**config.mk**
```make
export PLATFORM = sky130hd
export DESIGN_NAME = smac_top
export DESIGN_NICKNAME = d
export VERILOG_FILES = /design/src/rtl/smac_pkg.sv /design/src/rtl/smac_dreg.sv /design/src/rtl/smac_mul_stage.sv /design/src/rtl/smac_lowadd_stage.sv /design/src/rtl/smac_carry_stage.sv /design/src/rtl/smac_valid_chain.sv /design/src/rtl/smac_top.sv
export SDC_FILE = /design/constraint.sdc
export NUM_CORES = 1
export LEC_CHECK = 0
export BUFFER_PORTS_ARGS = -buffer_cell sky130_fd_sc_hd__buf_2
export CAP_MARGIN = 20
export CORE_MARGIN = 4
export CORE_UTILIZATION = 47
export CTS_BUF_LIST = sky130_fd_sc_hd__clkbuf_16
export CTS_CLUSTER_DIAMETER = 120
export DETAILED_ROUTE_END_ITERATION = 6
export PLACE_DENSITY = 0.75
export SLEW_MARGIN = 20
export SYNTH_ARGS = -nofsm -noshare
export SYNTH_HDL_FRONTEND = slang
export SYNTH_HIERARCHICAL = 1
export SYNTH_SLANG_ARGS = --single-unit
```
**constraint.sdc**
```tcl
create_clock -name clk -period 5.4 [get_ports clk]
set_input_delay 1.08 -clock clk [delete_from_list [all_inputs] [get_ports clk]]
set_output_delay 1.08 -clock clk [all_outputs]
set_load 0.01 [all_outputs]
```
**src/rtl/smac_pkg.sv**
```systemverilog
package smac_pkg;
   // number of register stages in the datapath: multiply, low add, carry finish
   localparam int unsigned SMAC_DEPTH = 3;
endpackage

```
**src/rtl/smac_dreg.sv**
```systemverilog
// Enabled data register; a parameter chooses whether reset clears it.
module smac_dreg #(
   parameter int unsigned W   = 8,
   parameter bit          RST = 1'b1
) (
   input  logic         clk,
   input  logic         rst,
   input  logic         en,
   input  logic [W-1:0] d,
   output logic [W-1:0] q
);
   generate
      if (RST) begin : g_rst
         always_ff @(posedge clk) begin
            if (rst)     q <= '0;
            else if (en) q <= d;
         end
      end else begin : g_norst
         always_ff @(posedge clk) begin
            if (en) q <= d;
         end
      end
   endgenerate
endmodule

```
**src/rtl/smac_mul_stage.sv**
```systemverilog
// Stage one: product register plus the addend delayed by the same one stage.
module smac_mul_stage #(
   parameter int unsigned WIDTH    = 8,
   parameter bit          DATA_RST = 1'b1,
   localparam int unsigned PW      = 2 * WIDTH
) (
   input  logic             clk,
   input  logic             rst,
   input  logic             en,
   input  logic [WIDTH-1:0] a,
   input  logic [WIDTH-1:0] b,
   input  logic [WIDTH-1:0] c,
   output logic [PW-1:0]    prod_q,
   output logic [WIDTH-1:0] c_q
);
   logic [PW-1:0] prod_d;
   assign prod_d = PW'(a) * PW'(b);

   smac_dreg #(.W(PW), .RST(DATA_RST)) u_prod (
      .clk(clk), .rst(rst), .en(en), .d(prod_d), .q(prod_q));
   smac_dreg #(.W(WIDTH), .RST(DATA_RST)) u_addend (
      .clk(clk), .rst(rst), .en(en), .d(c), .q(c_q));
endmodule

```
**src/rtl/smac_lowadd_stage.sv**
```systemverilog
// Stage two: low product half plus addend, with carry and high half kept in step.
module smac_lowadd_stage #(
   parameter int unsigned WIDTH    = 8,
   parameter bit          DATA_RST = 1'b1,
   localparam int unsigned PW      = 2 * WIDTH
) (
   input  logic             clk,
   input  logic             rst,
   input  logic             en,
   input  logic [PW-1:0]    prod_q,
   input  logic [WIDTH-1:0] c_q,
   output logic [WIDTH-1:0] lo_q,
   output logic             cy_q,
   output logic [WIDTH-1:0] hi_q
);
   logic [WIDTH:0] lsum;
   assign lsum = {1'b0, prod_q[WIDTH-1:0]} + {1'b0, c_q};

   smac_dreg #(.W(WIDTH + 1), .RST(DATA_RST)) u_lsum (
      .clk(clk), .rst(rst), .en(en), .d(lsum), .q({cy_q, lo_q}));
   smac_dreg #(.W(WIDTH), .RST(DATA_RST)) u_hi (
      .clk(clk), .rst(rst), .en(en), .d(prod_q[PW-1:WIDTH]), .q(hi_q));
endmodule

```
**src/rtl/smac_carry_stage.sv**
```systemverilog
// Stage three: carry into the high half; low sum delayed one more stage to meet it.
module smac_carry_stage #(
   parameter int unsigned WIDTH    = 8,
   parameter bit          DATA_RST = 1'b1,
   localparam int unsigned PW      = 2 * WIDTH
) (
   input  logic             clk,
   input  logic             rst,
   input  logic             en,
   input  logic [WIDTH-1:0] lo_q,
   input  logic             cy_q,
   input  logic [WIDTH-1:0] hi_q,
   output logic [PW-1:0]    res_q
);
   logic [WIDTH-1:0] hi_sum;
   assign hi_sum = hi_q + {{(WIDTH - 1){1'b0}}, cy_q};

   smac_dreg #(.W(WIDTH), .RST(DATA_RST)) u_res_hi (
      .clk(clk), .rst(rst), .en(en), .d(hi_sum), .q(res_q[PW-1:WIDTH]));
   smac_dreg #(.W(WIDTH), .RST(DATA_RST)) u_res_lo (
      .clk(clk), .rst(rst), .en(en), .d(lo_q), .q(res_q[WIDTH-1:0]));
endmodule

```
**src/rtl/smac_valid_chain.sv**
```systemverilog
// One valid flag per stage; frozen by the enable, cleared by reset or flush.
module smac_valid_chain #(
   parameter int unsigned DEPTH = 3
) (
   input  logic clk,
   input  logic rst,
   input  logic en,
   input  logic flush,
   input  logic in_valid,
   output logic tail
);
   logic [DEPTH-1:0] v;

   always_ff @(posedge clk) begin
      if (rst)          v <= '0;
      else if (en) begin
         if (flush)     v <= '0;
         else           v <= {v[DEPTH-2:0], in_valid};
      end
   end

   assign tail = v[DEPTH-1];
endmodule

```
**src/rtl/smac_top.sv**
```systemverilog
module smac_top #(
   parameter int unsigned WIDTH    = 8,
   parameter bit          DATA_RST = 1'b1
) (
   input  logic                 clk,
   input  logic                 rst,
   input  logic                 in_valid,
   input  logic [WIDTH-1:0]     a,
   input  logic [WIDTH-1:0]     b,
   input  logic [WIDTH-1:0]     c,
   input  logic                 stall,
   input  logic                 flush,
   output logic [2*WIDTH-1:0]   result,
   output logic                 out_valid
);
   import smac_pkg::*;
   localparam int unsigned PW = 2 * WIDTH;

   generate
      if (WIDTH < 2) begin : g_bad_width
         $error("smac_top: WIDTH must be at least 2");
      end
      if (SMAC_DEPTH != 3) begin : g_bad_depth
         $error("smac_top: datapath is built for exactly three stages");
      end
   endgenerate

   logic             en;
   logic [PW-1:0]    prod_q;
   logic [WIDTH-1:0] c_q, lo_q, hi_q;
   logic             cy_q;

   assign en = ~stall;

   smac_mul_stage #(.WIDTH(WIDTH), .DATA_RST(DATA_RST)) u_mul (
      .clk(clk), .rst(rst), .en(en), .a(a), .b(b), .c(c),
      .prod_q(prod_q), .c_q(c_q));

   smac_lowadd_stage #(.WIDTH(WIDTH), .DATA_RST(DATA_RST)) u_low (
      .clk(clk), .rst(rst), .en(en), .prod_q(prod_q), .c_q(c_q),
      .lo_q(lo_q), .cy_q(cy_q), .hi_q(hi_q));

   smac_carry_stage #(.WIDTH(WIDTH), .DATA_RST(DATA_RST)) u_fin (
      .clk(clk), .rst(rst), .en(en), .lo_q(lo_q), .cy_q(cy_q), .hi_q(hi_q),
      .res_q(result));

   smac_valid_chain #(.DEPTH(SMAC_DEPTH)) u_vld (
      .clk(clk), .rst(rst), .en(en), .flush(flush), .in_valid(in_valid),
      .tail(out_valid));
endmodule

```
== Yosys cells after proc, flatten, opt, wreduce, memory -nomap -nowiden ==
Index checks and enable logic that the tools add are counted.
Cells by class
  add/subtract/negate cells: 2
  $mul: 1
  muxes and demuxes: 1
Operators by type and width (count)
  8-bit by 8-bit multiplier with 16-bit output: 1
  8-bit by 8-bit adder with 9-bit output: 1
  8-bit by 1-bit adder with 8-bit output: 1
  3-bit two-way mux: 1
Storage, ports and cells
  flip-flop bits (word level): 60
  bits of input ports: 29
  output and inout port bits: 17
  word-level logic and storage cells: 11

== Logic depth before layout (Yosys ltp) ==
Gate-level depths: netlist (run 1).
  depth in word-level cells: 1
  mapped depth: 17
  mapped depth without buffers: 17

== By module ==
The synthesis (run 1) kept the hierarchy.
By module, submodules not included
  smac_mul_stage: instances 1, cells each 243, area each 2109.5 µm², seq. area each 0.0 µm²
  smac_dreg at u_fin.u_res_hi ...: instances 4, cells each 26, area each 285.3 µm², seq. area each 160.2 µm²
  smac_dreg at u_mul.u_prod: instances 1, cells each 52, area each 580.6 µm², seq. area each 320.3 µm²
  smac_lowadd_stage: instances 1, cells each 42, area each 324.1 µm², seq. area each 0.0 µm²
  smac_dreg at u_low.u_lsum: instances 1, cells each 29, area each 319.1 µm², seq. area each 180.2 µm²
  smac_carry_stage: instances 1, cells each 16, area each 125.1 µm², seq. area each 0.0 µm²
  smac_valid_chain: instances 1, cells each 12, area each 116.4 µm², seq. area each 60.1 µm²
  smac_top: instances 1, cells each 1, area each 3.8 µm², seq. area each 0.0 µm²

== Worst setup path after synthesis (run 1) ==
No wires, ideal clock.
  path type: input to register
  start point: input b[4]
  end point: register u_mul.u_prod.q[11]
  setup time: 117 ps
  arrival time: 4709 ps
  required time: 5283 ps
  slack: 574 ps
  cell stages on the path: 17
  path buffers: 0
  cell sequence: and2_1 fa_1 inv_1 fa_1 inv_1 fa_1 inv_1 fa_1 inv_1 ha_1 and2_4 a221oi_2 nand2_2 a31oi_1 xnor2_1 mux2i_1 nor2_1
On the way
  longest elaborated chain between the ends: 1
RTL lines
  start: declaration: RTL line smac_top.sv:9  | input logic [WIDTH-1:0] b,
  8-bit by 8-bit multiplier with 16-bit output: RTL line smac_mul_stage.sv:17  | assign prod_d = PW'(a) * PW'(b);
  via u_mul.prod_d[11]: RTL line smac_mul_stage.sv:16  | logic [PW-1:0] prod_d;
  end signal: assignment: RTL line smac_dreg.sv:15  | if (rst) q <= '0;
  end signal: assignment: RTL line smac_dreg.sv:16  | else if (en) q <= d;
  end: declaration: RTL line smac_dreg.sv:10  | output logic [W-1:0] q
The timed path passes the listed nets, and every way through them passes these cells.
A chain may end at the register's enable or synchronous reset.

== Worst setup path in the final report (run 1) ==
Same ends and word-level chain as after synthesis.

==> results of run 1 <==
power groups by stage:
stage	clock network, mW	registers [mW]	logic, mW
5_1_grt	0.571	0.542	0.958
6_report	0.535	0.535	0.841
3_5_place_dp	0	0.544	0.843
4_1_cts	0.545	0.536	0.853
3_3_place_gp	0	0.542	0.818
2_1_floorplan	0	0.537	0.685
kinds of logic (layout without fill, tap and decap cells):
| family | count (synthesis) | count (layout) | synth area share [%] |
|---|---|---|---|
| DFF | 60 | 60 | 25.5 |
| xor gates and xnor gates | 21 | 21 | 3.90 |
| buffers and inverters | 67 | 115 | 6.65 |
| muxes | 58 | 58 | 12.3 |
| AOI/OAI and AO/OA | 39 | 39 | 5.86 |
| and+or+nand+nor | 171 | 171 | 17.9 |
| adders and majority gates | 83 | 83 | 27.9 |
metal layers:
layer | track usage (%) | wire, um | up-vias
met5 | 0 | 0 | -
met4 | 3.97 | 55 | 0
met2 | 27.3 | 4480 | 38
met1 | 20.2 | 3950 | 1671
li1 | - | - | 1720
met3 | 3.88 | 260 | 8
placed cells by master (no fill, tap or decap), drive strengths merged, types with 5 or more instances in the layout:
master  synthesis  final
nor2           66     66
xor2            9      9
a21oi          13     13
nand2          28     28
and2           48     48
nand3           6      6
nor3            5      5
ha             46     46
mux2i          58     58
dfxtp          60     60
xnor2          12     12
clkbuf          0      9
buf            14     46
inv            53     54
fa             37     37
worst max-delay path: stages:
cell and delay (ps):
buf_2 140, and2_1 180, fa_1 530, inv_1 50
fa_1 470, inv_1 60, fa_1 530, inv_1 50
fa_1 530, inv_1 50, ha_1 350, and2_4 170
a221oi_2 290, nand2_2 100, a31oi_1 200, xnor2_1 80
mux2i_1 140, nor2_1 50
registers in the layout (all words and copies together), names as in the netlist:
name,cells
u_mul/u_prod/q,16
u_mul/u_addend/q,8
u_vld/v,3
u_fin/u_res_lo/q,8
u_low/u_lsum/q,9
u_low/u_hi/q,8
u_fin/u_res_hi/q,8
final cells by class:
| class | count | area (um2) |
|---|---|---|
| Inverter | 53 | 199 |
| Timing Repair Buffer | 46 | 233 |
| Multi-Input combinational cell | 372 | 3200 |
| Clock inverter | 7 | 58.8 |
| Clock buffer | 9 | 225 |
| Sequential cell | 60 | 1200 |
| Fill cell | 880 | 4490 |
| Tap cell | 133 | 166 |
stage by stage:
stage / cells / cell area (um2)
after floorplan: 499 / 4720
after global placement: 664 / 5000
after detailed placement: 664 / 5000
after CTS: 680 / 5290
after global routing: 680 / 5290
final: 680 / 5290
path summary, 6_finish.rpt:
path | from | endpoint | slack [ps] | cells after the start
max reg2reg | u_mul/u_prod/q[0] | u_low/u_lsum/q[8] | 3530 | 8
min | u_vld/v[2] | u_vld/v[2] | 470 | 2
max | b[4] | u_mul/u_prod/q[11] | 530 | 18
min reg2reg | u_vld/v[2] | u_vld/v[2] | 470 | 2
==> results by group, run 1 <==
Placed design
  – IO Port Bufs: 45
  – Detailed Place HPWL: 6690 um
  – Routability-driven placement congestion ratio: 0.814
  – Post-placement setup slack: 176 ps

Route
  – Antenna-violating nets left: 0
  – 1st-iter DRT viols: 114
  – Number of detailed-route iterations in the first pass: 5
  – Detailed Route WL: 8750 um
  – Via density: 5.05
  – Post-route DRC violation count: 0
  – Detailed-route via count: 3437
  – Wire length per cell: 12.9 um

Clock network
  – Clk buf depth: 2
  – Post-cts sizing count: 0
  – TritonCTS buffer count: 9
  – CTS tree: done
  – # hold bufs at CTS: 0
  – Worst-path clk slew: 50 ps
  – Clock sinks: 60
  – Worst-Skew Late Latency: 320 ps
  – # H-tree levels: 3
  – Root Driver: clkbuf_16
  – Setup repair bufs after CTS: 0

Synthesis
  – Synth warnings: 6
  – Synth cell types: 44
  – Asr flop ratio synth: 0%
  – Synth top area share: 25.5%
  – Commonest cells in the netlist: nor2_1 (66), dfxtp_1 (60), mux2i_1 (58)
  – Seq/Total Area, Yosys: 25.5%
  – Syn_area_per_cell: 9.46 um2
  – Post-Syn Nets: 611
  – Area leader, netlist: dfxtp_1
  – Post-synthesis register bit count: 60
  – Post-Syn Instances: 499
  – Top cells by area, synth: dfxtp_1 (25%), fa_1 (16%), mux2i_1 (12%), ha_1 (12%), and2_1 (6.2%)
  – Main synth FF type: dfxtp_1
  – Synth Cell Area: 0.00472 mm2
  – Most numerous cell in the Yosys netlist: nor2_1
  – Number of synthesized flops with an enable pin: 0

Floorplanning
  – Starting density of the core: 48.3%
  – Ports: 46
  – Die footprint: 0.0117 mm2
  – Core Footprint: 0.00977 mm2
  – Die height: 108 um
  – Site row count: 36
  – Die W: 108 um

STA
  – Crit path time final: 4870 ps
  – Clk_skew: 5.21 ps
  – Endpoints failing setup: 0
  – Hold slack final: 467 ps
  – RSZ-0062 raised after global routing: no
  – Fmax: 205 MHz
  – Slew HR: 32.7%
  – Final WS setup: 532 ps
  – Setup_tns: 0 ps
  – Final count of pins violating max slew: 0
  – Final Cycle Share: 90.1%
  – Hold Vio Cnt, Final: 0
  – Worst-Margin Slew: 1010 ps

Power
  – Leak: 2.70 nW
  – Switching share of power: 35.0%
  – Power, Total: 1.91 mW
  – Clock share of power: 28.0%
  – Maximum vdd drop: 0.000205 V
  – Internal: 1.24 mW
  – Seq pwr share: 28.0%
  – Gate power share: 44.0%
  – Switch Pwr: 0.668 mW
  – PwrDens: 361 mW/mm2

Finish
  – Nets: 654
  – Area Overhead vs Synth: 12.0%
  – Fraction of layout cells with a size suffix above 1: 12.6%
  – Util after Layout: 54.1%
  – # diodes: 0

Setup path
  – Critical path data arrival time: 5040 ps
  – CP Launch Type: primary input
  – Worst endpoint required time: 5570 ps
  – Setup crit end kind: register
  – Crit path kind: in -> reg
  – Worst-path maximum fanout: 8

Worst hold path
  – Hold WC Path Type: reg -> reg

GRT
  – Largest net degree at the start of global routing: 61
  – Vias in the first global route: 3390
  – First-pass GRT wire length: 15100 um
  – Congestion Overflow GR: 0
  – Antenna violations before repair: 0
  – Tot GR Track Use: 15.9%

Outcome
  – Status: finished clean

Flow run
  – Max-cap violations: 0
Power figures use the tool's default switching activity.
==> run 2, diff against run 1 <==
--- a/config.mk
+++ b/config.mk
@@ -5,6 +5,7 @@
 export SDC_FILE = /design/constraint.sdc
 export NUM_CORES = 1
 export LEC_CHECK = 0
+export ABC_AREA = 1
 export BUFFER_PORTS_ARGS = -buffer_cell sky130_fd_sc_hd__buf_2
 export CAP_MARGIN = 20
 export CORE_MARGIN = 4
@@ -12,7 +13,7 @@
 export CTS_BUF_LIST = sky130_fd_sc_hd__clkbuf_16
 export CTS_CLUSTER_DIAMETER = 120
 export DETAILED_ROUTE_END_ITERATION = 6
-export PLACE_DENSITY = 0.75
+export PLACE_DENSITY = 0.74
 export SLEW_MARGIN = 20
 export SYNTH_ARGS = -nofsm -noshare
 export SYNTH_HDL_FRONTEND = slang
==> run 2 against run 1 <==
Effect of this change: global-route usage is 0.14 points higher; non-clock buffer count stayed put; sequential power is 0.9% lower; die area is 14% higher; synthesized cell count is 68% higher; via count is 30% higher; sequential cell count stayed put; clock-buffer cell count stayed put; wire length is 13% higher; sequential share of layout area is 2.5 points lower; critical path type unchanged.
==> results by group, run 2 <==
Worst hold path
  – Hold endpoint: u_vld/v[2]
  – Hold path depth: 2 (unchanged)
  – Min-delay src: u_vld/v[2]
  – Hold WC Path Type: reg -> reg

Setup path
  – FF-to-FF Start: u_mul/u_addend/q[0]
  – Critical path data arrival time: 4790 ps (-250 ps)
  – Worst-path maximum fanout: 8 (unchanged)
  – Cell mode on critical path: nand2_1
  – Highest cell delay on the worst timing path: 540 ps (about the same)
  – CP Cell Sequence: buf_2, nand2_1, fa_1, fa_1, inv_1, fa_1, inv_1, fa_1, inv_1, ha_1, nand2_1, nand2_1, nand2_1, nand2_1, inv_1, nand2_1, xor2_1, inv_1, nand2_1, nand2_1, nor2_1
  – Setup crit end kind: register
  – Slowest CP cell: fa_1
  – Worst r2r dst: u_low/u_lsum/q[8]
  – Worst r2r path cells: 12 (+4)
  – Crit path kind: in -> reg
  – CP Launch Type: primary input
  – Reg2reg setup slack: 3680 ps (+150 ps)
  – Worst endpoint required time: 5650 ps (+80 ps)

Placed design
  – Routability-driven placement congestion ratio: 0.887 (+9.1%)
  – IO Port Bufs: 45 (unchanged)
  – Detailed Place HPWL: 7760 um (+16%)
  – Post-placement setup slack: 562 ps (+386 ps)
  – Placed cells: 999 (+50%)

Clock network
  – Worst-Skew Late Latency: 320 ps (about the same)
  – TritonCTS buffer count: 9 (unchanged)
  – Worst-path clk slew: 50 ps (about the same)
  – Clock sinks: 60 (unchanged)
  – Root Driver: clkbuf_16
  – CTS tree: done
  – # H-tree levels: 3 (unchanged)
  – Post-cts sizing count: 0 (unchanged)
  – Clk buf depth: 2 (unchanged)
  – # hold bufs at CTS: 0 (unchanged)
  – Setup repair bufs after CTS: 0 (unchanged)

STA
  – Hold slack final: 459 ps (-7.84 ps)
  – Endpoints failing setup: 0 (unchanged)
  – Slew HR: 57.2% (+24 points)
  – Final Cycle Share: 84.0% (-6.2 points)
  – Setup_tns: 0 ps (unchanged)
  – Fmax: 221 MHz (+7.3%)
  – Clk_skew: 4.83 ps (-0.380 ps)
  – Worst-Margin Slew: 642 ps (-367 ps)
  – Final count of pins violating max slew: 0 (unchanged)
  – Hold Vio Cnt, Final: 0 (unchanged)
  – RSZ-0062 raised after global routing: no
  – Crit path time final: 4530 ps (-333 ps)
  – Final WS setup: 865 ps (+333 ps)

Synthesis
  – Synth top area share: 22.0% (-3.4 points)
  – Post-Syn Nets: 952 (+56%)
  – Top cells by area, synth: dfxtp_1 (22%), nand2_1 (19%), inv_1 (14%), fa_1 (14%), ha_1 (11%)
  – Commonest cells in the netlist: nand2_1 (269), inv_1 (198), nor2_1 (119)
  – Main synth FF type: dfxtp_1
  – Area leader, netlist: dfxtp_1
  – Synth cell types: 25 (-43%)
  – Post-synthesis register bit count: 60 (unchanged)
  – Synth Cell Area: 0.00545 mm2 (+16%)
  – Post-Syn Instances: 840 (+68%)
  – Most numerous cell in the Yosys netlist: nand2_1
  – Synth warnings: 6 (unchanged)
  – Asr flop ratio synth: 0% (unchanged)
  – Syn_area_per_cell: 6.49 um2 (-31%)
  – Seq/Total Area, Yosys: 22.0% (-3.4 points)
  – Number of synthesized flops with an enable pin: 0 (unchanged)

Power
  – Maximum vdd drop: 0.000218 V (+6.6%)
  – PwrDens: 341 mW/mm2 (-5.7%)
  – Power, Total: 2.02 mW (+5.8%)
  – Leak: 3.71 nW (+38%)

Finish
  – Fraction of layout cells with a size suffix above 1: 10.3% (-2.3 points)
  – # diodes: 0 (unchanged)
  – Largest register FFs: 16 (unchanged)
  – Nets: 979 (+50%)
  – Commonest non-fill, non-tap cell in the layout: nand2_1
  – Non-Filler Instances: 1015 (+49%)
  – Most frequent cells in the layout: nand2_1 (269), inv_1 (198), nor2_1 (119)
  – Largest registers: u_mul/u_prod/q: 16 flops, u_low/u_lsum/q: 9 flops
  – Area Overhead vs Synth: 8.79%
  – Layout filler cell count: 1120 (+27%)
  – Largest Register: u_mul/u_prod/q

Route
  – Met2 WL post-DR: 4630 um (+3.3%)
  – Post-route DRC violation count: 0 (unchanged)
  – DR top layer: met4
  – Via density: 4.39 (-13%)
  – Antenna-violating nets left: 0 (unchanged)
  – Met1 Wirelength: 4790 um (+21%)
  – Detailed-route via count: 4456 (+30%)
  – Wire length per cell: 9.77 um (-24%)
  – Met3 wire len: 375 um (+44%)
  – Number of detailed-route iterations in the first pass: 4 (-1)
  – 1st-iter DRT viols: 241 (+110%)
  – Detailed Route WL: 9920 um (+13%)

Floorplanning
  – Die footprint: 0.0134 mm2 (+14%)
  – Site row count: 39 (+8.3%)
  – Ports: 46 (unchanged)
  – Die W: 116 um (+6.9%)
  – Core Footprint: 0.0114 mm2 (+16%)
  – Die height: 116 um (+6.9%)
  – Starting density of the core: 47.9% (-0.34 points)

GRT
  – Vias in the first global route: 4157 (+23%)
  – Largest net degree at the start of global routing: 70 (+15%)
  – Antenna violations before repair: 0 (unchanged)
  – First-pass GRT wire length: 17700 um (+17%)
  – Congestion Overflow GR: 0 (unchanged)
  – Tot GR Track Use: 16.1% (+0.14 points)

Outcome
  – Status: finished clean

Flow run
  – Max-cap violations: 0 (unchanged)
[run 2: per-stage QoR]
stage | utilization, % | area [um2]
after global placement | 49.7 | 5650
after CTS | 52.2 | 5930
after detailed placement | 49.7 | 5650
final | 52.2 | 5930
after floorplan | - | 5450
after global routing | 52.2 | 5930
[run 2: report_power, final]
group / internal, mW / switching [mW] / total, mW
Combinational: 0.361 / 0.597 / 0.958
Clock: 0.349 / 0.185 / 0.534
Sequential: 0.498 / 0.0321 / 0.530
Total: 1.21 / 0.814 / 2.02
[run 2: metal layers]
layer	global-route usage, %	vias up
met5	0	-
met4	4.95	0
met3	2.72	11
met2	27.3	68
met1	21.1	1925
li1	-	2452
[run 2: worst max-delay path: cells and delay by family]
family        cells  cell delay (ps)
fa+ha+maj         5             2440
simple gates      9              680
buf+inv           6              410
xor+xnor          1              140
[run 2: how the worst max path moves through the flow]
stage,from,slack (ps),to
2_1_floorplan,a[0],700,u_mul/u_prod/q[15]
3_3_place_gp,a[0],610,u_mul/u_prod/q[13]
3_5_place_dp,a[0],560,u_mul/u_prod/q[13]
4_1_cts,a[0],860,u_mul/u_prod/q[10]
5_1_grt,a[0],630,u_mul/u_prod/q[10]
6_report,a[0],870,u_mul/u_prod/q[10]
[run 2: cell families after synthesis]
kind of cell / synth area share, %
AND/OR/NAND/NOR: 32.6
buffers and inverters: 18.0
adder cells (fa/ha/maj): 24.1
flip-flops: 22.0
XOR/XNOR: 2.09
AO/OA/AOI/OAI: 1.10
[run 2: cell type report]
class	instances	area (um2)	share of cell area (%)
Timing Repair Buffer	46	233	3.92
Multi-Input combinational cell	546	3270	55.1
Clock buffer	9	225	3.80
Inverter	204	767	12.9
Clock inverter	7	58.8	0.992
Sequential cell	60	1200	20.3
Tap cell	143	179	3.02
